===== src/rtl/cap_irq_pkg.sv =====
package cap_irq_pkg;
  localparam int NUM_BUF = 2;
  localparam int NUM_EV  = 2 * NUM_BUF + 1;

  // event bit positions
  localparam int FULL_BASE = 0;
  localparam int THR_BASE  = NUM_BUF;
  localparam int OVR_BIT   = 2 * NUM_BUF;

  // register map
  localparam int          ADDR_W     = 3;
  localparam logic [2:0]  ADR_STATUS = 3'd0;
  localparam logic [2:0]  ADR_ENABLE = 3'd1;
  localparam logic [2:0]  ADR_CLEAR  = 3'd2;
  localparam logic [2:0]  ADR_SET    = 3'd3;
  localparam logic [2:0]  ADR_THR0   = 3'd4;
endpackage


===== src/rtl/cap_irq_thresh.sv =====
module cap_irq_thresh #(
  parameter int CNT_W = 8
) (
  input  logic             clk,
  input  logic [CNT_W-1:0] cnt_i,
  input  logic [CNT_W-1:0] thr_i,
  output logic             hit_o
);
  // previous count, tracked through reset so release never fires spuriously
  logic [CNT_W-1:0] cnt_q;

  always_ff @(posedge clk) begin
    cnt_q <= cnt_i;
  end

  assign hit_o = (cnt_i != cnt_q) && (cnt_i == thr_i);
endmodule


===== src/rtl/cap_irq_regs.sv =====
module cap_irq_regs
  import cap_irq_pkg::*;
#(
  parameter int CNT_W  = 8,
  parameter int DATA_W = 16
) (
  input  logic                             clk,
  input  logic                             rst,
  input  logic                             we_i,
  input  logic [ADDR_W-1:0]                addr_i,
  input  logic [DATA_W-1:0]                wdata_i,
  input  logic [NUM_EV-1:0]                status_i,
  output logic [NUM_EV-1:0]                en_o,
  output logic [NUM_BUF-1:0][CNT_W-1:0]    thr_o,
  output logic [NUM_EV-1:0]                clr_o,
  output logic [NUM_EV-1:0]                set_o,
  output logic [DATA_W-1:0]                rdata_o
);
  logic [NUM_EV-1:0]             en_q;
  logic [NUM_BUF-1:0][CNT_W-1:0] thr_q;
  logic [DATA_W-1:0]             rdata_d;
  logic                          unused_wbits;

  assign unused_wbits = ^wdata_i[DATA_W-1:CNT_W];

  assign clr_o = (we_i && addr_i == ADR_CLEAR) ? wdata_i[NUM_EV-1:0] : '0;
  assign set_o = (we_i && addr_i == ADR_SET)   ? wdata_i[NUM_EV-1:0] : '0;

  always_ff @(posedge clk) begin
    if (rst) begin
      en_q <= '0;
    end else if (we_i && addr_i == ADR_ENABLE) begin
      en_q <= wdata_i[NUM_EV-1:0];
    end
  end

  for (genvar b = 0; b < NUM_BUF; b++) begin : g_thr
    always_ff @(posedge clk) begin
      if (rst) begin
        thr_q[b] <= '0;
      end else if (we_i && addr_i == ADR_THR0 + ADDR_W'(b)) begin
        thr_q[b] <= wdata_i[CNT_W-1:0];
      end
    end
  end

  always_comb begin
    rdata_d = '0;
    if (addr_i == ADR_STATUS) rdata_d[NUM_EV-1:0] = status_i;
    if (addr_i == ADR_ENABLE) rdata_d[NUM_EV-1:0] = en_q;
    for (int b = 0; b < NUM_BUF; b++) begin
      if (addr_i == ADR_THR0 + ADDR_W'(b)) rdata_d[CNT_W-1:0] = thr_q[b];
    end
  end

  always_ff @(posedge clk) begin
    if (rst) rdata_o <= '0;
    else     rdata_o <= rdata_d;
  end

  assign en_o  = en_q;
  assign thr_o = thr_q;
endmodule


===== src/rtl/cap_irq_status.sv =====
module cap_irq_status
  import cap_irq_pkg::*;
(
  input  logic              clk,
  input  logic              rst,
  input  logic [NUM_EV-1:0] hw_set_i,
  input  logic [NUM_EV-1:0] sw_set_i,
  input  logic [NUM_EV-1:0] clr_i,
  input  logic [NUM_EV-1:0] en_i,
  output logic [NUM_EV-1:0] status_o,
  output logic              irq_o
);
  logic [NUM_EV-1:0] status_q;
  logic [NUM_EV-1:0] status_d;

  // a set of either kind overrides an acknowledge of the same bit
  assign status_d = hw_set_i | sw_set_i | (status_q & ~clr_i);

  always_ff @(posedge clk) begin
    if (rst) begin
      status_q <= '0;
      irq_o    <= 1'b0;
    end else begin
      status_q <= status_d;
      irq_o    <= |(status_q & en_i);
    end
  end

  assign status_o = status_q;
endmodule


===== src/rtl/cap_irq_ctrl.sv =====
module cap_irq_ctrl
  import cap_irq_pkg::*;
#(
  parameter int CNT_W  = 8,
  parameter int DATA_W = 16
) (
  input  logic                     clk,
  input  logic                     rst,
  input  logic                     reg_we,
  input  logic [ADDR_W-1:0]        reg_addr,
  input  logic [DATA_W-1:0]        reg_wdata,
  output logic [DATA_W-1:0]        reg_rdata,
  input  logic [NUM_BUF-1:0]       full_evt,
  input  logic                     ovr_evt,
  input  logic [NUM_BUF*CNT_W-1:0] buf_cnt,
  output logic                     irq
);
  logic [NUM_EV-1:0]             status_q;
  logic [NUM_EV-1:0]             en_q;
  logic [NUM_EV-1:0]             clr_vec;
  logic [NUM_EV-1:0]             sw_set;
  logic [NUM_EV-1:0]             hw_set;
  logic [NUM_BUF-1:0][CNT_W-1:0] thr;
  logic [NUM_BUF-1:0]            thr_hit;

  cap_irq_regs #(.CNT_W(CNT_W), .DATA_W(DATA_W)) u_regs (
    .clk      (clk),
    .rst      (rst),
    .we_i     (reg_we),
    .addr_i   (reg_addr),
    .wdata_i  (reg_wdata),
    .status_i (status_q),
    .en_o     (en_q),
    .thr_o    (thr),
    .clr_o    (clr_vec),
    .set_o    (sw_set),
    .rdata_o  (reg_rdata)
  );

  for (genvar b = 0; b < NUM_BUF; b++) begin : g_buf
    cap_irq_thresh #(.CNT_W(CNT_W)) u_thresh (
      .clk   (clk),
      .cnt_i (buf_cnt[b*CNT_W +: CNT_W]),
      .thr_i (thr[b]),
      .hit_o (thr_hit[b])
    );
    assign hw_set[FULL_BASE + b] = full_evt[b];
    assign hw_set[THR_BASE + b]  = thr_hit[b];
  end
  assign hw_set[OVR_BIT] = ovr_evt;

  cap_irq_status u_status (
    .clk      (clk),
    .rst      (rst),
    .hw_set_i (hw_set),
    .sw_set_i (sw_set),
    .clr_i    (clr_vec),
    .en_i     (en_q),
    .status_o (status_q),
    .irq_o    (irq)
  );
endmodule


===== config.mk =====
export PLATFORM = sky130hd
export DESIGN_NAME = cap_irq_ctrl
export DESIGN_NICKNAME = d
export VERILOG_FILES = /design/src/rtl/cap_irq_pkg.sv /design/src/rtl/cap_irq_thresh.sv /design/src/rtl/cap_irq_regs.sv /design/src/rtl/cap_irq_status.sv /design/src/rtl/cap_irq_ctrl.sv
export SDC_FILE = /design/constraint.sdc
export NUM_CORES = 1
export LEC_CHECK = 0
export BUFFER_PORTS_ARGS = -buffer_cell sky130_fd_sc_hd__buf_2
export CAP_MARGIN = 0
export CORE_AREA = 2 2 55 95
export CTS_CLUSTER_SIZE = 12
export DETAILED_ROUTE_END_ITERATION = 6
export DIE_AREA = 0 0 57 97
export HOLD_SLACK_MARGIN = 0.06
export PLACE_DENSITY = 0.76
export RECOVER_POWER = 50
export SLEW_MARGIN = 20
export SYNTH_ARGS = -nofsm -noshare
export SYNTH_HDL_FRONTEND = slang
export SYNTH_SLANG_ARGS = --single-unit
export TNS_END_PERCENT = 5

===== constraint.sdc =====
create_clock -name clk -period 1.1 [get_ports clk]
set_input_delay 0.165 -clock clk [delete_from_list [all_inputs] [get_ports clk]]
set_output_delay 0.165 -clock clk [all_outputs]
set_load 0.01 [all_outputs]

* Yosys cells after proc, flatten, opt, wreduce, memory -nomap -nowiden *
Cells that the tools add are included.

storage, ports and cells
  bits in registers = 59
  latch bits = 0
  memory bits (writable) = 0
  ROM bits = 0
  output and inout port bits = 17
  logic and storage cells = 38
  memories = 0

cells by class
  add/subtract/negate cells = 0
  multiply operators = 0
  div/mod/pow operators = 0
  $lt $le $gt $ge = 0
  equality and inequality tests = 9
  shift-type cells = 0
  mux-type cells = 6
  bitwise operators = 5
  reduce and logical (&&, ||, !) cells = 9

operators with widths
  kind                number
  $mux 5              4
  $eq 8x8->1          2
  $mux 8              2
  $ne 8x8->1          2
  $and 5x5->5         2
  $or 5x5->5          2
  $logic_and 1x1->1   7
  $eq 3x2->1 const B  2
  $eq 3x3->1 const B  2
  $not 5->5           1
  $reduce_or 5->1     1
  $eq 3x1->1 const B  1
  $logic_not 3->1     1

* Logic depth before layout (Yosys ltp) *
Gate-level depths: netlist of the first run.

  depth in word-level cells = 6
  depth in mapped cells = 5
  gate-level depth less buffers = 4

* Cells and area by module *
Synthesis of the first run repeated with hierarchy kept, for this count alone.

unflattened totals
  cells, all modules = 220
  area total of the unflattened synthesis = 2314.7 um^2

modules (own cells, without submodules)
  module          instances  cells each  area an instance (um^2)  sequential area each (um^2)
  cap_irq_regs    1          138         1431.4                   580.6
  cap_irq_thresh  2          29          332.8                    160.2
  cap_irq_status  1          24          217.7                    120.1

* Worst setup path after synthesis of the first run *
No wires, ideal clock.

  kind = input port to flip-flop
  from = in reg_we
  to = reg u_regs.thr_q, in the netlist u_regs.thr_o[6]
  data arrival time = 0.952 ns
  required time = 0.972 ns
  path slack = 0.021 ns
  stages = 5
  cells stage by stage = inv_1 nor4b_1 buf_4 mux2i_1 nor2_1

on the way
  cells in the longest elaborated chain, start to end = 1

RTL lines
  element                         line                text
  start: declaration              cap_irq_ctrl.sv:9   input logic reg_we,
  $logic_and 1x1->1               cap_irq_regs.sv:41  end else if (we_i && addr_i == ADR_THR0 + ADDR_W'(b)) begin
  end signal: indexed assignment  cap_irq_regs.sv:42  thr_q[b] <= wdata_i[CNT_W-1:0];
  end: declaration                cap_irq_regs.sv:20  logic [NUM_BUF-1:0][CNT_W-1:0] thr_q;

Every way passes these cells.
A chain may end at the register's enable or synchronous reset.

* Worst setup path after layout of the first run *
  from = reg u_regs.thr_q, in the netlist u_regs.thr_o[13]
  to = reg u_status.status_q[3], in the netlist u_status.status_o[3]

on the way
  cells in the longest elaborated chain, start to end = 4

RTL lines
  element                  line                  text
  $eq 8x8->1               cap_irq_thresh.sv:16  assign hit_o = (cnt_i != cnt_q) && (cnt_i == thr_i);
  $logic_and 1x1->1        cap_irq_thresh.sv:16
  $or 5x5->5 (2 in a row)  cap_irq_status.sv:17  assign status_d = hw_set_i | sw_set_i | (status_q & ~clr_i);
  end signal: assignment   cap_irq_status.sv:24  status_q <= status_d;
  end: declaration         cap_irq_status.sv:13  logic [NUM_EV-1:0] status_q;

Every way passes these cells.

==> results of run 1 <==
power by group through the flow:
stage | clock network (mW) | logic (mW) | registers, mW
floorplan | 0 | 0.240 | 1.99
CTS | 1.39 | 0.469 | 1.95
global placement | 0 | 0.420 | 1.99
global route | 1.47 | 0.498 | 1.95
detailed placement | 0 | 0.428 | 1.99
finish | 1.36 | 0.450 | 1.95
per-stage QoR:
stage                     TNS [ns]  hold slack, ns  instances  worst slack [ns]  utilization [%]
after floorplan                  0           0.193        221            0.0209                -
after global placement       -1.25           0.311        326            -0.100             54.0
after detailed placement     -1.78           0.314        326            -0.141             54.0
after CTS                   -0.121          0.0659        348           -0.0608             59.6
after global routing        -0.319          0.0829        348            -0.169             58.8
final                       -0.102          0.0718        348           -0.0627             58.8
what timing repair did:
action	4_1_cts	5_1_grt
endpoints found under the hold margin	14	0
hold buffers	14	0
endpoints found under the setup margin	2	2
pin swaps	0	5
resized for setup	1	5
cell usage after synthesis, types with 2 or more instances:
cell type and count:
a21boi_1 3, mux2i_1 18, a21oi_1 11, xnor2_1 16
nand2_1 19, o221ai_1 5, a211oi_1 5, dfxtp_1 51
nor2b_1 5, buf_4 9, xor2_1 16, a311oi_1 3
nor4_1 4, nor2_1 25, nand4_1 4, buf_2 3
clkbuf_1 4, o211ai_1 2
flip-flops by register name, indices dropped and copies added (netlist names):
name,flops
u_regs.thr_o,16
u_status.status_o,5
g_buf.u_thresh.cnt_q,16
u_status.irq_o,1
u_regs.rdata_o,8
u_regs.en_o,5
worst paths after layout:
kind	start	to	slack, ns
max reg2reg	u_regs.thr_o[13]	u_status.status_o[3]	-0.06
max	u_regs.thr_o[13]	u_status.status_o[3]	-0.06
min reg2reg	u_regs.thr_o[11]	u_regs.thr_o[11]	0.50
min	full_evt[0]	u_status.status_o[0]	0.07
cell families after synthesis:
kind of cell	share of synthesized area [%]
simple gates	14.6
buf+inv	4.79
flops	48.3
xor+xnor	13.3
mux	8.53
compound gates	10.3
other cells	0.177
routing by layer:
layer	part of all wire (%)	up-vias	GRT usage, %
li1	-	880	-
met1	38	796	19.3
met2	55	45	32.4
met3	3.8	13	3.61
met4	3.2	0	7.16
met5	0	-	0
layout make-up:
cell class              instances  area, sq um  area share [%]
well taps                      52         65.1            2.35
flip-flops and latches         51         1030            37.1
clock inverters                 2         38.8            1.40
clock buffers                   6         82.6            2.99
multi-input cells             153         1030            37.1
inverters                       1         3.75           0.136
repair buffers                 83          524            19.0
worst min-delay path: stages:
cell	delay (ns)
buf_2	0.07
a311oi_1	0.03
nor2_1	0.07
==> reports/results.txt, run 1 <==
run status: complete, but fails checks
failing checks: setup timing
largest net degree at the start of global routing: 20
CP Max Fanout: 2
Die H: 97 um
worst hold path type: in -> reg
CP arrival: 1.41 ns
DR vias: 1,734
Psw: 0.872 mW
Die W: 57 um
Synth area leaders: dfxtp_1 48%, mux2i_1 8.5%, xnor2_1 6.6%
worst setup path class: reg -> reg
number of diodes: 0
final net count: 336
WP buf/inv: 0
clock root buffer: clkbuf_8
Worst Reg2Reg Path Length in Cells: 4
crit-path leading delay family: flip-flops
CTS tree: built
Final Hold Viols: 0
post-layout min period: 1.16 ns
area share of the largest cell type after synthesis: 48.3%
pwr dens: 1360 nW/um^2
grt total ovfl: 0
vias in the first global route: 1,748
Design Area, Final: 2770 sq um
Cell Area, Placed: 2540 sq um
DR WL/cell: 13.3 um
initial core utilization: 44.9%
Peak VDD IR: 1.54 mV
Core Region: 4710 sq um
Gate power share: 12.0%
Pleak: 1.16 nW
Synth Register Bits: 51
Final ANT Viol Nets: 0
Clock power frac: 36.2%
synthesized area: 2110 sq um
most common library cell in the layout ignoring fill and taps: dfxtp_1
number of DRC markers in iteration 0: 25
Top Ports: 58
# rows: 33
worst clock skew: 0.00744 ns
GP Congestion: 0.818
Syn Area/Cell: 9.88 sq um
Total Wirelength: 4640 um
sequential area share after synthesis: 48.3%
Critical Path End Type: flip-flop
remaining routing DRC violations: 0
final setup violation count: 2
number of fill cells: 444
Area Overhead vs Synth: 30.9%
Design Power: 3.76 mW
Final WS setup: -0.0627 ns
CTS Sinks: 51
detailed placement HPWL: 3530 um
Slowest cell on crit path: dfxtp_1
area of the die: 5530 sq um
cts bufs inserted: 5
Clock Tree Buf Depth: 2
ys flop type: dfxtp_1
Critical Path Stages: 4
Clk pin slew, worst setup/hold paths: 0.09 ns
worst path required time: 1.35 ns
RSZ-0062 raised after global routing: true
most frequent cells in the layout: 49 x dfxtp_1, 28 x buf_2, 25 x nor2_1, 20 x buf_4, 19 x nand2_1
worst hold path depth: 3
number of synthesized flops with an enable pin: 0
share of layout cells above drive strength 1: 23.3%
final clock period utilization by the worst path: 106%
top cell type by total area after synthesis: dfxtp_1
CP cell instances: xor2_1 > nor4_1 > o211ai_1 > a21oi_1
Clk Latency, worst-skew pair: 0.31 ns
Max Slew Vio Count: 0
max-cap violations: 0
FFs w/ async S/R, synth: 0%
unique cell type count in the Yosys netlist: 29
htree depth: 2
Net Sw Frac: 23.2%
Detailed Routing Iterations Pass 1: 4
Setup crit start kind: flip-flop
Max Freq: 0.860 GHz
slowest stage delay, CP: 0.33 ns
P_int: 2.88 mW
Mapped Cells: 214
sequential share of power: 51.8%
first-pass GRT wire length: 7830 um
IO buf count: 41
overall routing resource usage: 17.8%
synth warn: 0
Setup Buffers After CTS: 0
Vias/cell: 4.98
initial antenna violation count: 0
Note: power is estimated with default switching activity, not from simulation.
==> run 2, diff against run 1 <==
--- a/config.mk
+++ b/config.mk
@@ -7,12 +7,12 @@
 export LEC_CHECK = 0
 export BUFFER_PORTS_ARGS = -buffer_cell sky130_fd_sc_hd__buf_2
 export CAP_MARGIN = 0
-export CORE_AREA = 2 2 55 95
+export CORE_AREA = 2 2 52 91
 export CTS_CLUSTER_SIZE = 12
 export DETAILED_ROUTE_END_ITERATION = 6
-export DIE_AREA = 0 0 57 97
+export DIE_AREA = 0 0 54 93
 export HOLD_SLACK_MARGIN = 0.06
-export PLACE_DENSITY = 0.76
+export PLACE_DENSITY = 0.8
 export RECOVER_POWER = 50
 export SLEW_MARGIN = 20
 export SYNTH_ARGS = -nofsm -noshare
==> constraint.sdc (replaced) <==
create_clock -name clk -period 1.3 [get_ports clk]
set_input_delay 0.195 -clock clk [delete_from_list [all_inputs] [get_ports clk]]
set_output_delay 0.195 -clock clk [all_outputs]
set_load 0.01 [all_outputs]
==> run 2 against run 1 <==
The flow now finishes without violations. Combinational power decreased by 22%. Flip-flop and latch count unchanged. Core utilization increased by 1.2 points. Worst setup slack improved by 0.073 ns. Via count decreased by 3.6%. Clock skew about the same. Global-route usage increased by 2.7 points. Sequential share of layout area increased by 2.3 points. Critical path type is now in -> reg. Critical endpoint is now u_status.status_o[2]. Highest routed layer unchanged.
==> reports/results.txt, run 2 (synthesized netlist as in run 1, its figures left out) <==
grt total ovfl: 0 (unchanged)
FF-to-FF End: u_status.status_o[2] (was u_status.status_o[3])
worst hold path type: in -> reg (unchanged)
Worst Reg2Reg Path Length in Cells: 4 (unchanged)
Placement Setup Slack: -0.000648 ns (was -0.141 ns)
most frequent cells in the layout: 51 x dfxtp_1, 25 x nor2_1, 25 x buf_2, 19 x nand2_1, 18 x mux2i_1 (was 49 x dfxtp_1, 28 x buf_2, 25 x nor2_1, 20 x buf_4, 19 x nand2_1)
Cell Area, Placed: 2360 sq um (was 2540 sq um)
Vias/cell: 5.11 (was 4.98)
IO buf count: 41 (unchanged)
Setup crit start kind: input port (was flip-flop)
DR vias: 1,672 (was 1,734)
DR WL/cell: 13.6 um (was 13.3 um)
number of diodes: 0 (unchanged)
overall routing resource usage: 20.5% (was 17.8%)
Core Region: 4320 sq um (was 4710 sq um)
Total Wirelength: 4460 um (was 4640 um)
share of layout cells above drive strength 1: 15.9% (was 23.3%)
detailed placement HPWL: 3350 um (was 3530 um)
r2r startpoint: u_regs.thr_o[7] (was u_regs.thr_o[13])
pwr dens: 1130 nW/um^2 (was 1360 nW/um^2)
max-cap violations: 0 (unchanged)
remaining routing DRC violations: 0 (unchanged)
worst rel slew slack: 64.3%
run status: completed (was complete, but fails checks)
cts bufs inserted: 5 (unchanged)
Final Hold Viols: 0 (unchanged)
Final WS setup: 0.00988 ns (was -0.0627 ns)
final setup violation count: 0 (was 2)
worst clock skew: 0.00781 ns (was 0.00744 ns)
vias in the first global route: 1,703 (was 1,748)
CTS Sinks: 51 (unchanged)
worst setup path class: in -> reg (was reg -> reg)
area of the die: 5020 sq um (was 5530 sq um)
Detailed Routing Iterations Pass 1: 4 (unchanged)
final clock period utilization by the worst path: 99.2%
Final ANT Viol Nets: 0 (unchanged)
CP arrival: 1.54 ns (was 1.41 ns)
Worst Setup EP: u_status.status_o[2] (was u_status.status_o[3])
reg2reg setup slack: 0.08 ns (was -0.06 ns)
Worst-Margin Slew: 0.533 ns
CTS tree: built (unchanged)
Design Area, Final: 2590 sq um (was 2770 sq um)
Setup Buffers After CTS: 0 (unchanged)
final net count: 316 (was 336)
Area Overhead vs Synth: 22.8% (was 30.9%)
largest net degree at the start of global routing: 28 (was 20)
CP Max Fanout: 3 (was 2)
Max Freq: 0.775 GHz
GP Congestion: 0.859 (was 0.818)
initial antenna violation count: 0 (unchanged)
Design Power: 2.93 mW (was 3.76 mW)
Die W: 54 um (was 57 um)
worst hold path depth: 3 (unchanged)
Clock Tree Buf Depth: 2 (unchanged)
number of DRC markers in iteration 0: 30 (was 25)
post-layout min period: 1.29 ns
Clk pin slew, worst setup/hold paths: 0.09 ns (about the same)
Die H: 93 um (was 97 um)
Max Slew Vio Count: 0 (unchanged)
first-pass GRT wire length: 7470 um (was 7830 um)
Clk Latency, worst-skew pair: 0.31 ns (about the same)
initial core utilization: 48.9% (was 44.9%)
crit path from: buf_cnt[0] (was u_regs.thr_o[13])
Util after Layout: 60.0% (was 58.8%)
Peak VDD IR: 0.842 mV (was 1.54 mV)
htree depth: 2 (unchanged)
Critical Path End Type: flip-flop (unchanged)
worst min-delay path startpoint: full_evt[0] (unchanged)
worst path required time: 1.55 ns (was 1.35 ns)
clock root buffer: clkbuf_8 (unchanged)
# rows: 32 (was 33)
Pleak: 1.03 nW (was 1.16 nW)
RSZ-0062 raised after global routing: true (unchanged)
Top Ports: 58 (unchanged)
most common library cell in the layout ignoring fill and taps: dfxtp_1 (unchanged)
[run 2: cell count changes in the layout (fill, tap and decap cells not counted), moves of 2 or more]
cell	change
buf_4	-14
buf_2	-3
clkbuf_2	-3
clkbuf_4	-3
clkinvlp_4	+2
dfxtp_1	+2
dlygate4sd3_1	+2
[run 2: cell type report]
class	instances	area (sq um)
inverter	1	3.75
clock buffer	5	68.8
sequential	51	1020
tap	51	63.8
clock inverter	3	23.8
fill	390	1730
multi-input combinational	153	1020
timing repair buffer	63	390
[run 2: power by group]
part           leakage (nW)  switching [mW]  internal (mW)
sequential            0.419          0.0311           1.62
combinational         0.575           0.181          0.171
clock                0.0408           0.545          0.385
total                  1.03           0.758           2.17
[run 2: routing by layer]
| metal | routed length (um) | global-route usage, % | vias to the layer above |
|---|---|---|---|
| met3 | 157 | 3.35 | 13 |
| li1 | - | - | 837 |
| met4 | 178 | 11.9 | 0 |
| met2 | 2450 | 36.5 | 42 |
| met1 | 1680 | 21.2 | 780 |
| met5 | 0 | 0 | - |
[run 2: stage by stage]
step	setup TNS, ns	hold slack [ns]	cells
after floorplan	0	0.223	221
after global placement	0	0.346	303
after detailed placement	-0.000648	0.347	303
after CTS	0	0.0911	327
after global routing	-0.0250	0.112	327
final	0	0.0900	327
[run 2: how the worst min path moves through the flow]
stage                                            end  slack [ns]
after floorplan           g_buf[0].u_thresh.cnt_q[0]        0.22
after global placement    g_buf[0].u_thresh.cnt_q[5]        0.35
after detailed placement  g_buf[0].u_thresh.cnt_q[4]        0.35
after CTS                       u_status.status_o[0]        0.09
after global routing            u_status.status_o[0]        0.11
final                           u_status.status_o[0]        0.09
[run 2: timing repair]
action	CTS	global route
setup endpoints to repair	0	2
gates resized for setup	0	1
hold endpoints to repair	16	0
hold buffers	16	0
[run 2: worst max-delay path, cell delays in order]
cell and delay, ns:
dlygate4sd3_1 0.53, clkbuf_1 0.13, xor2_1 0.16, nor4_1 0.21
o211ai_1 0.16, a21oi_1 0.14
